File: config.mk
export PLATFORM = sky130hd
export DESIGN_NAME = frac_ce_gen
export DESIGN_NICKNAME = d
export VERILOG_FILES = /design/src/rtl/frac_ce_pkg.sv /design/src/rtl/frac_ce_phase.sv /design/src/rtl/frac_ce_intdiv.sv /design/src/rtl/frac_ce_pulse_reg.sv /design/src/rtl/frac_ce_gen.sv
export SDC_FILE = /design/constraint.sdc
export NUM_CORES = 1
export LEC_CHECK = 0
export CAP_MARGIN = 30
export CORE_MARGIN = 2
export CORE_UTILIZATION = 35
export DETAILED_ROUTE_END_ITERATION = 12
export GPL_ROUTABILITY_DRIVEN = 0
export SKIP_LAST_GASP = 1
export SYNTH_ARGS = -nofsm -noshare
export SYNTH_HDL_FRONTEND = slang
export SYNTH_SLANG_ARGS = --single-unit
File: constraint.sdc
create_clock -name clk -period 3.2 [get_ports clk]
set_input_delay 0.64 -clock clk [delete_from_list [all_inputs] [get_ports clk]]
set_output_delay 0.64 -clock clk [all_outputs]
set_load 0.05 [all_outputs]
File: src/rtl/frac_ce_pkg.sv
package frac_ce_pkg;

  typedef enum logic {
    DIV_FRACTIONAL = 1'b0,
    DIV_INTEGER    = 1'b1
  } div_mode_e;

  // Magnitude bits for values up to limit-1, plus one sign bit for wrap detection.
  function automatic int unsigned phase_width(input int unsigned limit);
    return $clog2(limit) + 1;
  endfunction

  // Phase period in clocks for the selected mode.
  function automatic int unsigned phase_limit(input div_mode_e mode,
                                              input int unsigned den,
                                              input int unsigned idiv);
    return (mode == DIV_FRACTIONAL) ? den : idiv;
  endfunction

endpackage

File: src/rtl/frac_ce_phase.sv
module frac_ce_phase #(
  parameter int unsigned NUM = 48,
  parameter int unsigned DEN = 625,
  parameter int unsigned W   = 11
) (
  input  logic         clk,
  input  logic         rst,
  input  logic         en,
  output logic [W-1:0] acc_q,
  output logic         wrap
);
  localparam logic [W-1:0] STEP_DN = W'(NUM);
  localparam logic [W-1:0] NEG_DN  = ~STEP_DN + W'(1);
  localparam logic [W-1:0] STEP_UP = W'(DEN - NUM);
  localparam logic [W-1:0] RESET_V = W'(DEN - 1);

  logic [W-1:0] trial;
  logic [W-1:0] addend;
  logic [W-1:0] acc_d;

  // Trial step; its sign bit marks a wrap, because acc_q < DEN < 2**(W-1).
  assign trial  = acc_q - STEP_DN;
  assign wrap   = trial[W-1];
  // Correction and step are folded into one addend.
  assign addend = wrap ? STEP_UP : NEG_DN;
  assign acc_d  = acc_q + addend;

  always_ff @(posedge clk) begin
    if (rst)     acc_q <= RESET_V;
    else if (en) acc_q <= acc_d;
  end
endmodule

File: src/rtl/frac_ce_intdiv.sv
module frac_ce_intdiv #(
  parameter int unsigned DIV = 13,
  parameter int unsigned W   = 5
) (
  input  logic         clk,
  input  logic         rst,
  input  logic         en,
  output logic [W-1:0] cnt_q,
  output logic         wrap
);
  localparam logic [W-1:0] RELOAD = W'(DIV - 1);

  assign wrap = (cnt_q == '0);

  always_ff @(posedge clk) begin
    if (rst)       cnt_q <= RELOAD;
    else if (en)   cnt_q <= wrap ? RELOAD : cnt_q - W'(1);
  end
endmodule

File: src/rtl/frac_ce_pulse_reg.sv
module frac_ce_pulse_reg (
  input  logic clk,
  input  logic rst,
  input  logic en,
  input  logic wrap,
  output logic pulse_q
);
  always_ff @(posedge clk) begin
    if (rst) pulse_q <= 1'b0;
    else     pulse_q <= en & wrap;
  end
endmodule

File: src/rtl/frac_ce_gen.sv
module frac_ce_gen #(
  parameter frac_ce_pkg::div_mode_e MODE = frac_ce_pkg::DIV_FRACTIONAL,
  parameter int unsigned NUM     = 48,
  parameter int unsigned DEN     = 625,
  parameter int unsigned INT_DIV = 13
) (
  input  logic clk,
  input  logic rst,
  input  logic en,
  output logic pulse
);
  localparam int unsigned LIMIT = frac_ce_pkg::phase_limit(MODE, DEN, INT_DIV);
  localparam int unsigned W     = frac_ce_pkg::phase_width(LIMIT);

  // Internal events brought out for the bound checker.
  logic [W-1:0] acc_w;
  logic         wrap_w;

  generate
    if (MODE == frac_ce_pkg::DIV_FRACTIONAL) begin : g_frac
      frac_ce_phase #(.NUM(NUM), .DEN(DEN), .W(W)) phase_i (
        .clk(clk), .rst(rst), .en(en), .acc_q(acc_w), .wrap(wrap_w)
      );
    end else begin : g_int
      frac_ce_intdiv #(.DIV(INT_DIV), .W(W)) div_i (
        .clk(clk), .rst(rst), .en(en), .cnt_q(acc_w), .wrap(wrap_w)
      );
    end
  endgenerate

  frac_ce_pulse_reg out_i (
    .clk(clk), .rst(rst), .en(en), .wrap(wrap_w), .pulse_q(pulse)
  );
endmodule

-- After elaboration in Yosys (flattened, before gate mapping)
Cells that the tools add are included.
Widths: inputs -> output; s select.
- bits in registers: 12
- output and inout port bits: 1
- logic and storage cells: 6
- bitwise gates (word level): 1
- add/subtract/negate cells: 2
- multiplexer cells: 1
- operators by type and width (kind ; count):
    $add 11x11->11 ; 1
    $mux 11 ; 1
    $sub 11x6->11 const B ; 1
    $and 1x1->1 ; 1

-- Logic depth before layout (Yosys ltp)
Gate-level depths: netlist (run 1).
- depth in word-level cells: 3
- depth in mapped cells: 11
- mapped depth without buffers: 10

-- Cells and area by module
From an unflattened synthesis (run 1), not the netlist that was laid out.
- cells, all modules: 91
- area total of the unflattened synthesis: 764.5 um2
- modules (own cells, without submodules) (module ; area an instance (um2) ; instances ; cells each ; seq. area each (um2)):
    frac_ce_phase ; 735.7 ; 1 ; 89 ; 220.2
    frac_ce_pulse_reg ; 28.8 ; 1 ; 2 ; 20.0

-- Least setup slack after synthesis (run 1)
No wires, ideal clock.
- kind: reg-to-reg
- start point: reg g_frac.phase_i.acc_q[6]
- end point: reg g_frac.phase_i.acc_q[8]
- setup time: 123 ps
- cell stages (with the launch flop): 11
- period minus slack after synthesis: 2771 ps
- required time: 3077 ps
- data arrival time: 2647 ps
- path slack: 429 ps
- cell sequence: dfxtp_1 > buf_6 > or4_4 > o21a_1 > nor2_1 > ha_1 > and4_1 > a21oi_1 > and4_1 > o21ai_1 > mux2_1
- longest elaborated chain between the ends: 3
- RTL lines (element ; line ; source):
    start: declaration ; frac_ce_phase.sv:9 ; output logic [W-1:0] acc_q,
    start signal: assignment ; frac_ce_phase.sv:29 ; if (rst) acc_q <= RESET_V;
    start signal: assignment ; frac_ce_phase.sv:30 ; else if (en) acc_q <= acc_d;
    $sub 11x6->11 ; frac_ce_phase.sv:22 ; assign trial = acc_q - STEP_DN;
    $mux 11 ; frac_ce_phase.sv:25 ; assign addend = wrap ? STEP_UP : NEG_DN;
    $add 11x11->11 * ; frac_ce_phase.sv:26 ; assign acc_d = acc_q + addend;
Every way passes the cells marked *; elsewhere a longest branch is shown, timed or not.
A chain may end at the register's enable or synchronous reset.

-- Worst setup path after layout (run 1)
- start point: reg g_frac.phase_i.acc_q[8]
- end point: reg g_frac.phase_i.acc_q[8]
Same word-level chain as after synthesis.

==> out/results.tsv, run 1 <==
metric	value	unit
Tcrit/Tclk final	0.903	
GRT Total Usage	0.130	
Avg Cell Area, Syn	7.85	um^2
IO Port Bufs	3	
final hold violation count	0	
Hold WC Path Type	register to register	
initial antenna violation count	0	
register area	240	um^2
number of stages on the worst setup path	9	
Post-CTS Setup Bufs	0	
combinational share of power	0.142	
vias in the first global route	643	
Worst EP required	3.38	ns
unrepaired setup endpoints after global routing	no	
cts bufs inserted	3	
Setup TNS	0	ns
Critical Path AT	3.07	ns
slowest CP cell	or4_4	
Final WS setup	0.312	ns
Max-Cap Viols	0	
minimum clock period	2.89	ns
first-pass GRT wire length	2.60	mm
CP startpoint	g_frac.phase_i.acc_q[8]	
IO Pins	4	
Area Growth Syn to Fin	12.3	%
Initial DRC Count	10	
Worst-Margin Slew	0.510	ns
sw frac	0.270	
multi-input logic area	475	um^2
register area share after synthesis	0.319	
Pwr Density	397	mW/mm^2
Place WS	0.337	ns
diodes inserted	0	
post-synth net total	101	
r2r setup slk	0.31	ns
# fillers	218	
Starting Density	0.376	
crit path to	g_frac.phase_i.acc_q[8]	
FMAX	346	MHz
die area	0.00254	mm^2
# nets final	107	
DR WL/cell	11.5	um
crit path cell chain	or4_4, o21a_1, nor2_1, ha_1, and4_1, a21oi_1, and4_1, o21ai_1, mux2_1	
Yosys Warn Count	0	
Worst path top cell family by delay	simple AND/OR/NAND/NOR gates	
Worst-Skew Late Latency	0.28	ns
hpwl dp	1.10	mm
post-synth cell types	34	
clock skew	0.00198	ns
largest net degree at the start of global routing	16	
clock net sink count	12	
final cell utilization of the core	0.423	
Worst path most repeated cell	and4_1	
switching power	0.0908	mW
Cells after Synth	96	
CP peak stage delay	0.52	ns
Crit Path Class	register to register	
Routed WL	1.47	mm
maximum root-to-sink buffer count	2	
share of layout cells above drive strength 1	0.0792	
mapped cell area	753	um^2
drt first pass iters	4	
R2R depth	9	
clock edge transition at the registers on the reported setup and hold paths	0.08	ns
register bit total from synthesis	12	
Leakage	0.329	nW
CTS tree	built	
cell area after layout	846	um^2
outcome	complete, no violations	
Cell Int Power	0.245	mW
Slew Viols, Final	0	
Max rail drop VDD	0.191	mV
clock root buffer master	clkbuf_4	
vias	677	
CP Max Fanout	6	
CP Launch Type	register	
Final ANT Viol Nets	0	
Finished Layout Cells	128	
Crit. End Element	register	
# setup viols final	0	
DRC violations left	0	
sequential share of power	0.481	
num rows	16	
GRT overflow	0	
Clock power frac	0.377	
cts hold-fix bufs	0	
post-cts resize count	0	
Cells after DPL	124	
height of the die	50.4	um
slew margin rel.	0.659	
H-Tree Depth	1	
Area after DPL	810	um^2
die width	50.4	um
FF-to-FF End	g_frac.phase_i.acc_q[8]	
Reg2Reg Launch Point	g_frac.phase_i.acc_q[8]	
vias per std cell	5.29	
WP buf/inv	0	
Core Footprint	0.00200	mm^2
-- placed cells by master, fill, tap and decap left out, types with 3 or more instances in the layout --
| cell | synthesis | final |
|---|---|---|
| o211ai_1 | 3 | 3 |
| nand2_1 | 6 | 6 |
| inv_1 | 4 | 4 |
| nor2_1 | 15 | 15 |
| o21ai_0 | 7 | 7 |
| a21oi_1 | 4 | 4 |
| clkdlybuf4s50_1 | 0 | 3 |
| nor2b_1 | 3 | 3 |
| dfxtp_1 | 12 | 12 |
| xor2_1 | 4 | 4 |
| mux2i_1 | 3 | 3 |
| o21ai_1 | 4 | 4 |
| clkbuf_4 | 0 | 3 |
-- flip-flops by register name, indices dropped and copies added (netlist names) --
register	cells
g_frac.phase_i.acc_q	11
out_i.pulse_q	1
-- power by group through the flow --
| stage | Combinational [mW] | Clock [mW] | Sequential, mW |
|---|---|---|---|
| final | 0.0477 | 0.127 | 0.162 |
| after floorplan | 0.0369 | 0 | 0.164 |
| after global routing | 0.0537 | 0.132 | 0.163 |
| after detailed placement | 0.0473 | 0 | 0.165 |
| after CTS | 0.0475 | 0.128 | 0.162 |
| after global placement | 0.0476 | 0 | 0.165 |
-- stage by stage --
stage / hold slack (ns) / power (mW)
floorplan: 0.496 / 0.201
global placement: 0.536 / 0.212
detailed placement: 0.542 / 0.212
CTS: 0.555 / 0.337
global route: 0.582 / 0.348
finish: 0.555 / 0.336
-- Yosys cell counts --
library cell	instances	area (um^2)
o21ai_1	4	20.0
a32o_1	1	10.0
or3_1	2	12.5
nand3_1	2	10.0
dfxtp_1	12	240
nor3_2	1	10.0
o21a_1	1	7.51
and3_1	2	12.5
nand2_1	6	22.5
o211ai_1	3	22.5
xor2_1	4	35.0
clkbuf_1	3	11.3
or4_4	1	11.3
nor4_1	1	6.26
buf_6	1	11.3
nor2b_1	3	18.8
o31ai_1	1	7.51
and2_1	1	6.26
nor3_1	1	5.00
o21ai_0	7	35.0
a21o_1	1	7.51
mux2_1	2	22.5
a21oi_1	4	20.0
o2111ai_1	1	8.76
ha_1	2	25.0
a21boi_0	1	7.51
and4_1	2	17.5
o22ai_1	1	6.26
o311ai_1	1	8.76
nor2_1	15	56.3
a31oi_1	1	6.26
mux2i_1	3	30.0
inv_1	4	15.0
nand2b_1	1	6.26
-- cell families after synthesis --
family / count (synthesis) / synth area share
xor gates and xnor gates: 4 / 0.0465
adders and majority gates: 2 / 0.0332
buffers and inverters: 8 / 0.0498
muxes: 5 / 0.0698
AOI/OAI and AO/OA: 27 / 0.223
DFF: 12 / 0.319
and+or+nand+nor: 38 / 0.259
-- worst min path at each step --
stage	depth (start not counted)	to	slack [ns]	startpoint
2_1_floorplan	2	g_frac.phase_i.acc_q[1]	0.50	g_frac.phase_i.acc_q[1]
3_3_place_gp	2	g_frac.phase_i.acc_q[0]	0.54	g_frac.phase_i.acc_q[0]
3_5_place_dp	2	g_frac.phase_i.acc_q[1]	0.54	g_frac.phase_i.acc_q[1]
4_1_cts	2	g_frac.phase_i.acc_q[1]	0.56	g_frac.phase_i.acc_q[1]
5_1_grt	2	g_frac.phase_i.acc_q[1]	0.58	g_frac.phase_i.acc_q[1]
6_report	2	g_frac.phase_i.acc_q[1]	0.56	g_frac.phase_i.acc_q[1]
-- tightest hold or removal path, cell delays in order (launching register included) --
cell,delay (ns)
dfxtp_1,0.34
mux2i_1,0.13
nor2_1,0.05
-- final cells by class --
type | instances | area share
Tap cell | 27 | 0.0399
Timing Repair Buffer | 5 | 0.0533
Multi-Input combinational cell | 76 | 0.562
Sequential cell | 12 | 0.284
Inverter | 4 | 0.0178
Clock buffer | 4 | 0.0429
-- layer usage --
metal  vias up  track usage  wire length, um
met5         -            0                0
met4         0       0.0541               31
met3         3       0.0179               33
met2         8        0.215              650
met1       310        0.170              756
li1        356            -                -
Power figures use the tool's default switching activity.
==> run 2, diff against run 1 <==
--- a/config.mk
+++ b/config.mk
@@ -10,6 +10,8 @@
 export CORE_UTILIZATION = 35
 export DETAILED_ROUTE_END_ITERATION = 12
 export GPL_ROUTABILITY_DRIVEN = 0
+export GPL_TIMING_DRIVEN = 0
+export REMOVE_ABC_BUFFERS = 1
 export SKIP_LAST_GASP = 1
 export SYNTH_ARGS = -nofsm -noshare
 export SYNTH_HDL_FRONTEND = slang
==> run 2 against run 1 <==
Die area is the same. Combinational power shrank 15%. Largest power group unchanged. Clock skew grew 0.0019 ns. Via count shrank 1.0%.
==> out/results.tsv, run 2 (synthesis results as in run 1) <==
metric	value	unit
outcome	complete, no violations	
CP peak stage delay	0.60	ns
Hold EP	g_frac.phase_i.acc_q[1]	
slowest CP cell	or4_4	
CP Max Fanout	8	
WHS Path Cells	2	
cts hold-fix bufs	0	
Max rail drop VDD	0.244	mV
r2r setup slk	0.26	ns
height of the die	50.4	um
vias in the first global route	615	
FF-to-FF End	g_frac.phase_i.acc_q[8]	
Critical Path AT	3.12	ns
DRC violations left	0	
crit path cell chain	or4_4, o21a_1, nor2_1, ha_1, and4_1, a21oi_2, and4_1, o21ai_1, mux2_1	
unrepaired setup endpoints after global routing	no	
DR WL/cell	12.1	um
num rows	16	
final hold violation count	0	
Hold WC Path Type	register to register	
Initial DRC Count	12	
Tcrit/Tclk final	0.920	
clock skew	0.00383	ns
multi-input logic area	479	um^2
slew margin rel.	0.658	
Reg2Reg Launch Point	g_frac.phase_i.acc_q[6]	
cts bufs inserted	3	
Max-Cap Viols	0	
# nets final	105	
Routed WL	1.52	mm
drt first pass iters	4	
largest net degree at the start of global routing	16	
clock edge transition at the registers on the reported setup and hold paths	0.08	ns
Core Footprint	0.00200	mm^2
Pwr Density	394	mW/mm^2
clock net sink count	12	
Top Registers	g_frac.phase_i.acc_q x11, out_i.pulse_q x1	
minimum clock period	2.94	ns
initial antenna violation count	0	
Starting Density	0.376	
hpwl dp	1.09	mm
Post-CTS Setup Bufs	0	
vias per std cell	5.32	
leading cell type in the layout, fill and taps excluded	nor2_1	
# setup viols final	0	
diodes inserted	0	
Leakage	0.319	nW
H-Tree Depth	1	
max FFs per register	11	
share of layout cells above drive strength 1	0.0707	
Top reg by flops	g_frac.phase_i.acc_q	
Slew Viols, Final	0	
Worst-Skew Late Latency	0.28	ns
Area Growth Syn to Fin	10.8	%
register area	240	um^2
HP Start	g_frac.phase_i.acc_q[1]	
clock root buffer master	clkbuf_4	
Crit Path Class	register to register	
commonest cells after routing, fill and taps aside	15 x nor2_1, 12 x dfxtp_1, 7 x o21ai_0, 6 x nand2_1	
# fillers	222	
CP Launch Type	register	
die area	0.00254	mm^2
Worst path most repeated cell	and4_1	
vias	670	
Worst-Margin Slew	0.511	ns
Setup TNS	0	ns
die width	50.4	um
first-pass GRT wire length	2.66	mm
Finished Layout Cells	126	
Worst EP required	3.37	ns
maximum root-to-sink buffer count	2	
IO Pins	4	
Cells after DPL	122	
CTS tree	built	
GRT Total Usage	0.143	
GRT overflow	0	
Crit. End Element	register	
Final ANT Viol Nets	0	
R2R depth	9	
FMAX	340	MHz
IO Port Bufs	3	
Area after DPL	795	um^2
cell area after layout	835	um^2
-- run 2: worst max path at each step --
stage	cells after the start	slack (ns)	start	end
final	9	0.26	g_frac.phase_i.acc_q[6]	g_frac.phase_i.acc_q[8]
after global routing	9	0.06	g_frac.phase_i.acc_q[6]	g_frac.phase_i.acc_q[8]
after CTS	9	0.15	g_frac.phase_i.acc_q[6]	g_frac.phase_i.acc_q[8]
after detailed placement	9	0.16	g_frac.phase_i.acc_q[6]	g_frac.phase_i.acc_q[8]
after global placement	9	0.17	g_frac.phase_i.acc_q[6]	g_frac.phase_i.acc_q[8]
after floorplan	9	0.47	g_frac.phase_i.acc_q[6]	g_frac.phase_i.acc_q[8]
-- run 2: final cells by class --
cell class | count | share of cell area
Clock buffer | 4 | 0.0435
Inverter | 4 | 0.0180
Multi-Input combinational cell | 76 | 0.574
Sequential cell | 12 | 0.288
Tap cell | 27 | 0.0405
Timing Repair Buffer | 3 | 0.0360
-- run 2: repair_timing --
item | in CTS | in global routing
endpoints found under the setup margin | 0 | 1
gates resized for setup | 0 | 1
endpoints found under the hold margin | 0 | 0
-- run 2: power breakdown --
group,switching [mW],internal [mW]
clock,0.0538,0.0693
sequential,0.0103,0.155
combinational,0.0224,0.0182
-- run 2: per-stage QoR --
step,hold slack (ns),utilization,setup slack [ns],power (mW)
3_5_place_dp,0.538,0.397,0.164,0.209
2_1_floorplan,0.495,-,0.473,0.194
5_1_grt,0.603,0.417,0.0598,0.350
3_3_place_gp,0.522,0.397,0.173,0.208
4_1_cts,0.557,0.415,0.150,0.335
6_report,0.546,0.417,0.256,0.329
-- run 2: worst max-delay path: cells and delay by family, from the launching register on --
kind	cells	cell delay [ns]
adder cells (fa/ha/maj)	1	0.29
AND/OR/NAND/NOR	4	1.28
multiplexers	1	0.33
AO/OA/AOI/OAI	3	0.55
flip-flops	1	0.39
-- run 2: routing by layer --
layer	share of wire	track usage	routed length, um
met1	0.47	0.177	713
met2	0.46	0.211	707
met3	0.041	0.0536	63
met4	0.025	0.0811	38
met5	0	0	0
==> run 3, diff against run 2 <==
==> constraint.sdc (replaced) <==
create_clock -name clk -period 3 [get_ports clk]
set_input_delay 0.6 -clock clk [delete_from_list [all_inputs] [get_ports clk]]
set_output_delay 0.6 -clock clk [all_outputs]
set_load 0.05 [all_outputs]
==> run 3 against run 2 <==
Flip-flop and latch count is the same. Core utilization grew 0.94 points. Global-route usage grew 0.063 points. Register-to-register slack lost 0.099 ns. Clock skew is essentially flat. Sequential power grew 8%. Largest power group unchanged. Worst hold slack is essentially flat. Non-clock buffer count is the same. Clock power grew 6%. Final cell count is the same.
==> out/results.tsv, run 3 (synthesis results as in run 1) <==
metric	value	unit
Top Registers	g_frac.phase_i.acc_q x11, out_i.pulse_q x1	
Critical Path AT	3.01	ns
Max-Cap Viols	0	
Leakage	0.319	nW
leading cell type in the layout, fill and taps excluded	nor2_1	
IO Port Bufs	3	
die width	50.4	um
num rows	16	
drt first pass iters	4	
clock root buffer master	clkbuf_4	
vias per std cell	5.38	
die area	0.00254	mm^2
commonest cells after routing, fill and taps aside	14 x nor2_1, 10 x dfxtp_1, 7 x o21ai_0, 6 x nand2_1	
Pwr Density	414	mW/mm^2
CP peak stage delay	0.59	ns
slowest CP cell	or4_4	
minimum clock period	2.84	ns
Worst EP required	3.17	ns
clock edge transition at the registers on the reported setup and hold paths	0.08	ns
FMAX	352	MHz
outcome	complete, no violations	
unrepaired setup endpoints after global routing	no	
hpwl dp	1.09	mm
clock skew	0.00383	ns
Top reg by flops	g_frac.phase_i.acc_q	
Hold WC Path Type	register to register	
Initial DRC Count	15	
Worst path most repeated cell	and4_1	
DR WL/cell	12.1	um
Post-CTS Setup Bufs	0	
Starting Density	0.376	
Core Footprint	0.00200	mm^2
final hold violation count	0	
wl on met1	703	um
largest net degree at the start of global routing	16	
total power	0.353	mW
slew margin rel.	0.658	
Crit Path Class	register to register	
met2 wire length	714	um
max FFs per register	11	
first-pass GRT wire length	2.66	mm
Final ANT Viol Nets	0	
clock net sink count	12	
Max rail drop VDD	0.269	mV
vias in the first global route	615	
CP Max Fanout	8	
Top Metal Used	met4	
# setup viols final	0	
CP Launch Type	register	
Worst-Margin Slew	0.512	ns
DR WL met3	68	um
Crit. End Element	register	
Worst-Skew Late Latency	0.28	ns
DRC violations left	0	
WHS	0.546	ns
IO Pins	4	
GRT overflow	0	
GRT Total Usage	0.143	
share of layout cells above drive strength 1	0.101	
# fillers	218	
Area Growth Syn to Fin	13.3	%
maximum root-to-sink buffer count	2	
CTS tree	built	
crit path cell chain	or4_4, o21a_1, nor2_2, ha_1, and4_1, a21oi_4, and4_1, o21ai_1, mux2_1	
initial antenna violation count	0	
# nets final	105	
Slew Viols, Final	0	
height of the die	50.4	um
cts bufs inserted	3	
vias	678	
Routed WL	1.52	mm
Tcrit/Tclk final	0.948	
diodes inserted	0	
H-Tree Depth	1	
[run 3: cell counts in the layout (fill, tap and decap cells not counted)]
Identical to the previous run, type by type.
[run 3: path summary, 6_finish.rpt]
kind                      startpoint                 endpoint  slack [ns]  cells past startpoint
max reg2reg  g_frac.phase_i.acc_q[6]  g_frac.phase_i.acc_q[8]        0.16                      9
max          g_frac.phase_i.acc_q[6]  g_frac.phase_i.acc_q[8]        0.16                      9
min          g_frac.phase_i.acc_q[1]  g_frac.phase_i.acc_q[1]        0.55                      2
min reg2reg  g_frac.phase_i.acc_q[1]  g_frac.phase_i.acc_q[1]        0.55                      2
[run 3: layer usage]
layer	track usage	vias to the layer above
li1	-	351
met1	0.177	306
met2	0.213	16
met3	0.0536	5
met4	0.0811	0
met5	0	-
[run 3: per-stage QoR]
step / std cells / cell area, um^2 / TNS (ns) / setup slack (ns) / utilization
floorplan: 92 / 731 / 0 / 0.273 / -
global placement: 122 / 795 / -0.0269 / -0.0269 / 0.397
detailed placement: 122 / 795 / -0.0361 / -0.0361 / 0.397
CTS: 126 / 835 / 0 / 0.0593 / 0.417
global route: 126 / 853 / 0 / 0.0171 / 0.426
finish: 126 / 853 / 0 / 0.157 / 0.426
[run 3: final cells by class]
class / instances / area, um^2 / area share
Multi-Input combinational cell: 76 / 495 / 0.581
Timing Repair Buffer: 3 / 30.0 / 0.0352
Tap cell: 27 / 33.8 / 0.0396
Inverter: 4 / 15.0 / 0.0176
Clock buffer: 4 / 36.3 / 0.0425
Sequential cell: 12 / 243 / 0.284
[run 3: what timing repair did]
| item | in CTS | in global routing |
|---|---|---|
| endpoints found under the setup margin | 1 | 2 |
| pin swaps | 0 | 0 |
| hold buffers | 0 | 0 |
| gates resized for setup | 1 | 5 |
[run 3: report_power, final]
part           leakage (nW)  total (mW)  internal (mW)  switching (mW)
combinational         0.200      0.0452         0.0200          0.0252
sequential           0.0977       0.178          0.166          0.0116
clock                0.0210       0.130         0.0739          0.0564
[run 3: critical path, delay by kind of cell (launching register included)]
kind / cells / cell delay [ns]
AO/OA/AOI/OAI: 3 / 0.53
adder cells (fa/ha/maj): 1 / 0.27
AND/OR/NAND/NOR: 4 / 1.25
multiplexers: 1 / 0.33
flip-flops: 1 / 0.37
